===== config.mk =====
export PLATFORM = sky130hd
export DESIGN_NAME = cfg_rom_loader
export DESIGN_NICKNAME = d
export VERILOG_FILES = /design/src/rtl/cfg_rom_loader.sv
export SDC_FILE = /design/constraint.sdc
export NUM_CORES = 1
export LEC_CHECK = 0
export BUFFER_PORTS_ARGS = -buffer_cell sky130_fd_sc_hd__buf_2
export CAP_MARGIN = 20
export CORE_AREA = 2 2 95 74
export CTS_BUF_LIST = sky130_fd_sc_hd__clkbuf_4 sky130_fd_sc_hd__clkbuf_8
export CTS_CLUSTER_SIZE = 24
export DETAILED_ROUTE_END_ITERATION = 10
export DIE_AREA = 0 0 97 76
export PLACE_DENSITY = 0.61
export SYNTH_ARGS = -nofsm -noshare
export SYNTH_HDL_FRONTEND = slang
export SYNTH_SLANG_ARGS = --single-unit

===== constraint.sdc =====
create_clock -name clk -period 2.25 [get_ports clk]
set_clock_uncertainty 0.05 [all_clocks]
set_input_delay 0.45 -clock clk [delete_from_list [all_inputs] [get_ports clk]]
set_output_delay 0.45 -clock clk [all_outputs]
set_load 0.005 [all_outputs]

===== src/rtl/cfg_rom_loader.sv =====
module cfg_rom_loader #(
  parameter int ADDR_W = 8,
  parameter int MAC_LEN = 6,
  parameter int MEM_W = 16,
  parameter int SCALE_LOG2 = 7,
  parameter logic [ADDR_W-1:0] RATE_ADDR = 8'h12,
  parameter logic [ADDR_W-1:0] SIZE_ADDR = 8'h13,
  parameter logic [ADDR_W-1:0] MAC_BASE = 8'h20
) (
  input  logic                 clk,
  input  logic                 rst_n,
  input  logic                 enable_done,
  output logic                 rd_req,
  output logic [ADDR_W-1:0]    rd_addr,
  input  logic                 rd_done,
  input  logic [7:0]           rd_data,
  output logic                 speed_sel,
  output logic [MEM_W-1:0]     ram_kb,
  output logic [8*MAC_LEN-1:0] station_addr,
  output logic                 cfg_valid
);
  localparam int NREADS = MAC_LEN + 2;
  localparam int IDX_W = $clog2(NREADS);
  localparam logic [IDX_W-1:0] LAST = IDX_W'(NREADS - 1);

  typedef enum logic [1:0] {S_IDLE, S_ISSUE, S_WAIT, S_DONE} state_t;
  state_t state;
  logic [IDX_W-1:0] idx;
  logic [7:0] size_q;

  assign rd_req    = (state == S_ISSUE);
  assign cfg_valid = (state == S_DONE);
  assign ram_kb    = MEM_W'(size_q) << SCALE_LOG2;

  always_comb begin
    if (idx == '0)
      rd_addr = RATE_ADDR;
    else if (idx == IDX_W'(1))
      rd_addr = SIZE_ADDR;
    else
      rd_addr = MAC_BASE + ADDR_W'(idx) - ADDR_W'(2);
  end

  always_ff @(posedge clk) begin
    if (!rst_n) begin
      state        <= S_IDLE;
      idx          <= '0;
      size_q       <= '0;
      speed_sel    <= 1'b0;
      station_addr <= '0;
    end else begin
      case (state)
        S_IDLE:  if (enable_done) state <= S_ISSUE;
        S_ISSUE: state <= S_WAIT;
        S_WAIT: if (rd_done) begin
          if (idx == '0)
            speed_sel <= (rd_data != 8'h00);
          else if (idx == IDX_W'(1))
            size_q <= rd_data;
          else
            station_addr <= {station_addr[8*MAC_LEN-9:0], rd_data};
          if (idx == LAST) begin
            state <= S_DONE;
          end else begin
            idx   <= idx + IDX_W'(1);
            state <= S_ISSUE;
          end
        end
        default: state <= S_DONE;
      endcase
    end
  end
endmodule


After elaboration in Yosys (flattened, before gate mapping)
Index checks and enable logic that the tools add are counted.

Bits in registers: 62. Latch bits: 0. Memory bits (writable): 0. ROM bits: 0. Output and inout port bits: 75. Word-level logic and storage cells: 32. Memories kept: 0.

Add/subtract/negate cells: 3. Multipliers: 0. Divide/modulo/power cells: 0. Magnitude comparators: 0. Equality and inequality tests: 7. Shift-type cells: 0. Muxes and demuxes: 6. Bitwise operators: 3. Reduce and logical (&&, ||, !) cells: 8.

Operators by type and width (number): 8-bit 2-to-1 mux (2); 4-bit AND reduction (2); 8-bit nonzero test (1); 7-bit by 2-bit subtractor with 8-bit output (second input constant) (1); 6-bit by 3-bit adder with 7-bit output (first input constant) (1); 2-bit 2-to-1 mux (3); 2-bit case mux with 3 select lines (1); 3-bit AND reduction (2); 2-bit == test (second input constant) (2); 2-bit != test (second input constant) (2); 3-bit by 1-bit adder with 3-bit output (second input constant) (1); 3-bit by 1-bit == test with 1-bit output (second input constant) (1); 3-bit == test (second input constant) (1); 3-bit logical NOT (1); 1-bit NOT (3); 2-bit by 1-bit == test with 1-bit output (second input constant) (1); 2-bit logical NOT (1); 2-bit AND reduction (1).

Logic depth before layout (Yosys ltp)
Gate-level depths: netlist (run 1).

Depth in word-level cells: 4. Gate-level depth with buffers: 5. Gate-level depth less buffers: 5.

Least setup slack after synthesis (run 1)
No wires, ideal clock.

Path kind: reg-to-reg. Start: register idx[0]. End: register size_q[0]. Library setup time: 119 ps. Arrival: 1442 ps. Required time: 2081 ps. Setup slack: 639 ps. Cell stages (with the launch flop): 6. Clock period less this slack: 1611 ps. Path through: dfxtp_1 inv_1 ha_1 or4b_1 buf_6 mux2i_1.

Longest elaborated chain between the ends: 3. Elaborated cells on any way between the ends: 4. Classes of those cells: 1 x eq/ne; 1 x bitwise; 2 x reduce/logical.

Ends and longest elaborated chain: start, declared (line 28) `logic [IDX_W-1:0] idx;`; start signal, assigned (line 65) `idx <= idx + IDX_W'(1);`; 3-bit logical NOT (line 56) `if (idx == '0)`; 1-bit NOT (no source line); 4-bit AND reduction (no source line) *; end signal, assigned (line 59) `size_q <= rd_data;`; end, declared (line 29) `logic [7:0] size_q;`.

Mark *: on every way between the ends. The rest lies on a longest branch, timed or not. A chain may end at the register's enable or synchronous reset.

Worst setup path in the final report (run 1)
Start: register idx[0]. End: output rd_addr[3].

Longest elaborated chain between the ends: 4. Elaborated cells on any way between the ends: 6. Classes of those cells: 2 x add/sub; 1 x eq/ne; 2 x mux; 1 x reduce/logical.

Ends and longest elaborated chain: 6-bit by 3-bit adder with 7-bit output (line 41) `rd_addr = MAC_BASE + ADDR_W'(idx) - ADDR_W'(2);`; 7-bit by 2-bit subtractor with 8-bit output (line 41); 8-bit 2-to-1 mux (line 38) `else if (idx == IDX_W'(1))`; 8-bit 2-to-1 mux * (line 36) `if (idx == '0)`; end, declared (line 14) `output logic [ADDR_W-1:0] rd_addr,`.

Marked as above.

==> results of run 1 <==
final timing paths:
check,from,slack [ns],end,cells past startpoint
hold / removal,rd_data[0],0.36,size_q[0],3
setup reg to reg,idx[0],0.35,size_q[6],4
setup / recovery,idx[0],0.31,rd_addr[3],4
hold reg to reg,station_addr[43],0.40,station_addr[43],2
per-layer routing:
layer	global-route usage (%)	up-vias	wire [µm]
met4	5.92	0	34
met3	6.70	2	403
met1	18.6	862	2500
li1	-	950	-
met5	0	-	0
met2	22.8	59	2300
worst min-delay path: stages:
cell and delay, ns:
buf_2 0.11, nand2_1 0.07, mux2i_1 0.06
through the flow:
| step | setup WS, ns | total power, mW |
|---|---|---|
| floorplan | 0.639 | 1.19 |
| global placement | 0.393 | 1.20 |
| detailed placement | 0.350 | 1.20 |
| CTS | 0.270 | 2.16 |
| global route | 0.177 | 2.22 |
| finish | 0.312 | 2.13 |
cell type report:
type	count	area, µm²	area share, %
Tap cell	84	105	3.43
Clock buffer	11	145	4.74
Inverter	5	18.8	0.613
Multi-Input combinational cell	165	1080	35.4
Clock inverter	4	47.5	1.55
Timing Repair Buffer	78	420	13.7
Sequential cell	62	1240	40.5
kinds of logic after synthesis:
kind of cell / Yosys count / share of synthesized area (%)
and+or+nand+nor: 83 / 14.4
adders and majority gates: 4 / 2.04
DFF: 62 / 50.7
AOI/OAI and AO/OA: 9 / 1.99
muxes: 58 / 23.7
xor gates and xnor gates: 1 / 0.358
other: 1 / 0.153
buffers and inverters: 28 / 6.69
cell usage in the layout (no fill, tap or decap):
cell        count
nand2b_1        2
nor2b_1         1
nor2_4          1
buf_2          76
clkbuf_8       10
mux2i_1        58
or4b_1          1
nand3b_1        1
clkinv_2        2
buf_12          2
and4bb_1        1
nor2_1          7
nor3_1          1
nor4_1          2
o21ai_0         3
inv_1           5
and2_1          1
clkinvlp_4      1
conb_1         10
dfxtp_1        62
clkbuf_4        1
nand2_1        64
xnor2_1         1
ha_1            4
a211o_1         1
bufinv_16       1
a21oi_1         5
or3b_2          1
power groups by stage:
| stage | Sequential (mW) | Combinational, mW | Clock (mW) |
|---|---|---|---|
| after floorplan | 1.13 | 0.0552 | 0 |
| after global placement | 1.13 | 0.0715 | 0 |
| after detailed placement | 1.13 | 0.0721 | 0 |
| after CTS | 1.11 | 0.0725 | 0.980 |
| after global routing | 1.11 | 0.0824 | 1.03 |
| final | 1.11 | 0.0722 | 0.946 |
registers in the layout, indices dropped and copies added, names as in the netlist:
name and cells:
station_addr 48, size_q 8, idx 3, state 2, speed_sel 1
==> metrics.md, run 1 <==
| Metric | Value |
|---|---|
| CTS Root Buffer Type | `clkbuf_8` |
| Fin. max-slew vios | `0` |
| Critical path buffer and inverter count | `2` |
| Yosys warns | `0` |
| Worst EP required | `1.75 ns` |
| Synthesized flop and latch total | `62` |
| Dpl cells | `394` |
| HPWL after DPL | `approximately 3700 µm` |
| Max Buffers Root-to-Sink | `2` |
| Cell area after layout | `3060 µm²` |
| Vias | `roughly 1.9k` |
| DRT antenna net count | `0` |
| Layout Cells excl Fill | `409` |
| DRT Wirelength | `around 5200 µm` |
| Share of cells above drive strength 1 | `between 20 and 30%` |
| RSZ-0062 raised after global routing | `false` |
| Slowest cell on the critical path | `dfxtp_1` |
| Min Tclk post-route | `1.94 ns` |
| Iteration-0 DRC Markers | `84` |
| Pleak | `between 1 and 1.5 nW` |
| Setup bufs post-CTS | `0` |
| Worst-skew pair later-pin latency | `roughly 0.33 ns` |
| Commonest cells post-synth | `64 x nand2_1, 62 x dfxtp_1, 58 x mux2i_1, 13 x buf_4, 8 x nor2_1` |
| Synth area leaders | `dfxtp_1 51%, mux2i_1 24%, nand2_1 9.8%, buf_4 4.0%, ha_1 2.0%` |
| CP peak stage delay | `roughly 0.43 ns` |
| # port buffers | `between 70 and 80` |
| DR vias/cell | `between 4 and 5` |
| Global route overflow | `0` |
| P per Cell Area | `694 nW/µm²` |
| Largest net degree at the start of global routing | `between 40 and 50` |
| Switching power | `~0.45 mW` |
| Register area share after synthesis | `approximately half` |
| Hold WC Path Type | `primary input to flop` |
| Setup TNS | `0 ns` |
| Post-synth EDFFs | `0` |
| Clock Sinks | `between 60 and 70` |
| Area delta synth->final | `25.1%` |
| Critical path cell sequence | `inv_1 -> ha_1 -> nor3_1 -> buf_2` |
| Fill count | `around 660` |
| Worst-path maximum fanout | `5` |
| CP delay by family, top | `flip-flops` |
| Clk network pwr share | `around 45%` |
| DRC Markers | `0` |
| Max Cap Viol | `0` |
| Post-synth ARST share | `0%` |
| Core ar. | `between 6000 and 7000 µm²` |
| Post-CTS sizing | `0` |
| CTS clk-pin slew, worst paths | `0.07 ns` |
| Die height | `76 µm` |
| Startpoint types | `flop` |
| WP data arrival | `~1.4 ns` |
| CTS tree | `built` |
| Main synth FF type | `dfxtp_1` |
| Outcome | `completed` |
| Utilization after layout | `a little under half` |
| Final setup viols | `0` |
| Sw Ratio | `21.4%` |
| # hold bufs at CTS | `0` |
| Detailed Routing Iterations Pass 1 | `4` |
| Total track usage | `approximately 15%` |
| Placed cell area | `roughly 2900 µm²` |
| Post-DR wirelength/cell | `12.8 µm` |
| Average size of a mapped cell | `~10 µm²` |
| Final Hold Fails | `0` |
| Synth top area share | `approximately half` |
| Vias in the first global route | `1812` |
| Comb power frac | `about 3.4%` |
| Leading area contributor after synthesis | `dfxtp_1` |
| VDD IR-drop max | `about 0.46 mV` |
| Count leader, synth | `nand2_1` |
| Crit share post-route | `a little under nine tenths` |
| Die extent in x | `97 µm` |
| Netlist cell types | `25` |
| CTS H-tree depth | `3` |
| Num rows | `26` |
| First-pass GRT wire length | `around 8700 µm` |
| Worst hold slack | `0.358 ns` |
| Die area | `7370 µm²` |
| Final net count | `roughly 340` |
| Cts bufs inserted | `9` |
| F_max | `~520 MHz` |
| Crit Path Class | `flop to output port` |
| Reg power frac | `a little over half` |
| Initial antenna violation count | `0` |
| N_diodes | `0` |
| CP Capture Type | `output port` |
| Synthesized area | `2450 µm²` |
| Gpl congestion | `0.757` |
| P_int | `approximately 1.7 mW` |
| Syn Inst Count | `about 250` |
| # IOs | `87` |
| Initial core utilization | `a little under two fifths` |
Note: power is estimated with default switching activity, not from simulation.
==> run 2: changes to the inputs <==
Settings changed: CELL_PAD_IN_SITES_DETAIL_PLACEMENT set to 1, CELL_PAD_IN_SITES_GLOBAL_PLACEMENT set to 2, CORE_AREA 2 2 95 74 to 2 2 108 84, DIE_AREA 0 0 97 76 to 0 0 110 86, PLACE_DENSITY 0.61 to 0.76.
==> run 2 against run 1 <==
  * Worst setup slack got worse by 0.031 ns
  * Combinational power rose by 3.7%
  * Non-clock buffer count rose by 1
  * Cell area rose by 0.90%
==> metrics.md, run 2 (same netlist as run 1, synthesis figures left out) <==
| Metric | Value |
|---|---|
| Worst-skew pair later-pin latency | `0.34 ns (about the same)` |
| Pleak | `1.37 nW (-0.61%)` |
| Crit Path Class | `flop to output port` |
| First-pass GRT wire length | `9480 µm (+9.2%)` |
| CP peak stage delay | `0.37 ns (-0.06 ns)` |
| Setup bufs post-CTS | `0 (unchanged)` |
| Vias in the first global route | `1920 (+6.0%)` |
| Max Cap Viol | `0 (unchanged)` |
| RSZ-0062 raised after global routing | `false` |
| Outcome | `completed` |
| CTS H-tree depth | `3 (unchanged)` |
| Worst slew pin tran | `~0.6 ns` |
| Slowest cell on the critical path | `dfxtp_1` |
| Final setup viols | `0 (unchanged)` |
| Largest net degree at the start of global routing | `49 (unchanged)` |
| Max Buffers Root-to-Sink | `2 (unchanged)` |
| F_max | `508 MHz (-1.6%)` |
| Fill count | `985 (+50%)` |
| Setup TNS | `0 ns (unchanged)` |
| Crit share post-route | `87.5% (+1.4 points)` |
| Largest regs | `station_addr (48), size_q (8), idx (3)` |
| # IOs | `87 (unchanged)` |
| Worst flop-to-flop path startpoint | `idx[0]` |
| DRT antenna net count | `0 (unchanged)` |
| Commonest non-fill, non-tap cell in the layout | `buf_2` |
| Initial antenna violation count | `0 (unchanged)` |
| Global route overflow | `0 (unchanged)` |
| DR vias/cell | `4.45 (-2.8%)` |
| DRC Markers | `0 (unchanged)` |
| Initial core utilization | `29.5% (-8.0 points)` |
| HPWL after DPL | `4450 µm (+19%)` |
| Startpoint types | `flop` |
| Largest register FFs | `48 (unchanged)` |
| Dpl cells | `419 (+6.3%)` |
| Die area | `9460 µm² (+28%)` |
| Share of cells above drive strength 1 | `29.7% (+0.43 points)` |
| Core ar. | `8310 µm² (+27%)` |
| Vias | `1937 (+3.4%)` |
| CTS clk-pin slew, worst paths | `0.07 ns (about the same)` |
| CP Capture Type | `output port` |
| Fin. max-slew vios | `0 (unchanged)` |
| Worst relative slew slack | `between 60% and 70%` |
| Iteration-0 DRC Markers | `64 (-24%)` |
| Detailed Routing Iterations Pass 1 | `3 (-1)` |
| Min Tclk post-route | `1.97 ns (+0.0308 ns)` |
| Die extent in x | `110 µm (+13%)` |
| N_diodes | `0 (unchanged)` |
| Critical path cell sequence | `nor2_1 -> inv_1 -> nor3_1 -> buf_2` |
| P per Cell Area | `674 nW/µm² (-2.8%)` |
| VDD IR-drop max | `0.215 mV (-53%)` |
| Layout Cells excl Fill | `435 (+6.4%)` |
| Die height | `86 µm (+13%)` |
| Area delta synth->final | `26.2%` |
| Worst EP required | `1.75 ns (about the same)` |
| WP data arrival | `1.47 ns (+0.03 ns)` |
| Hold path start | `rd_data[0]` |
| Post-CTS sizing | `0 (unchanged)` |
| Beginning of the critical path | `idx[2]` |
| Clock Sinks | `62 (unchanged)` |
| Gpl congestion | `0.743 (-1.9%)` |
| DRT Wirelength | `6040 µm (+15%)` |
| Final Hold Fails | `0 (unchanged)` |
| # port buffers | `76 (unchanged)` |
| Top reg by flops | `station_addr` |
| CTS Root Buffer Type | `clkbuf_8` |
| Total track usage | `13.3% (-1.7 points)` |
| # hold bufs at CTS | `0 (unchanged)` |
| Most frequent cells in the layout | `76 x buf_2, 64 x nand2_1, 62 x dfxtp_1, 58 x mux2i_1` |
| Num rows | `29 (+12%)` |
| Worst-path maximum fanout | `7 (+2)` |
| Hold WC Path Type | `primary input to flop` |
| CTS tree | `built` |
| Cts bufs inserted | `9 (unchanged)` |
| Post-DR wirelength/cell | `13.9 µm (+8.3%)` |
| Final net count | `338 (+0.30%)` |
run 2: path summary, 6_finish.rpt:
kind	end	slack, ns	cells past startpoint
min reg2reg	station_addr[41]	0.41	2
min	size_q[0]	0.36	3
max	rd_addr[3]	0.28	4
max reg2reg	size_q[7]	0.35	4
run 2: final cells by class:
type	instances	area, µm²	share of cell area, %
clock buffer	10	138	4.45
sequential	62	1240	40.2
inverter	5	18.8	0.607
timing repair buffer	79	428	13.8
clock inverter	6	45.0	1.46
tap	108	135	4.37
multi-input combinational	165	1080	35.1
run 2: metal layers:
layer | routed length (µm) | vias to the layer above | share of wire, % | global-route usage, %
met2 | 2740 | 56 | 45 | 20.0
met4 | 58 | 0 | 0.96 | 4.83
li1 | - | 954 | - | -
met5 | 0 | - | 0 | 0
met3 | 417 | 4 | 6.9 | 5.47
met1 | 2820 | 923 | 47 | 17.1
run 2: per-stage QoR:
| stage | util, % | hold slack [ns] | setup slack, ns | instance area (µm²) | power [mW] |
|---|---|---|---|---|---|
| global route | 37.2 | 0.356 | 0.143 | 3090 | 2.18 |
| floorplan | - | 0.401 | 0.639 | 2480 | 1.19 |
| finish | 37.2 | 0.361 | 0.282 | 3090 | 2.08 |
| CTS | 37.2 | 0.344 | 0.255 | 3090 | 2.13 |
| global placement | 35.0 | 0.390 | 0.359 | 2910 | 1.21 |
| detailed placement | 35.0 | 0.401 | 0.333 | 2910 | 1.21 |
run 2: power by group:
part / switching, mW / internal (mW)
Combinational: 0.0479 / 0.0270
Clock: 0.468 / 0.435
Sequential: 0.00552 / 1.10
run 2: critical path: cells and delay by family (launching register included):
family	cells	cell delay [ns]
flip-flops	1	0.37
buffers and inverters	2	0.27
AND/OR/NAND/NOR	2	0.49
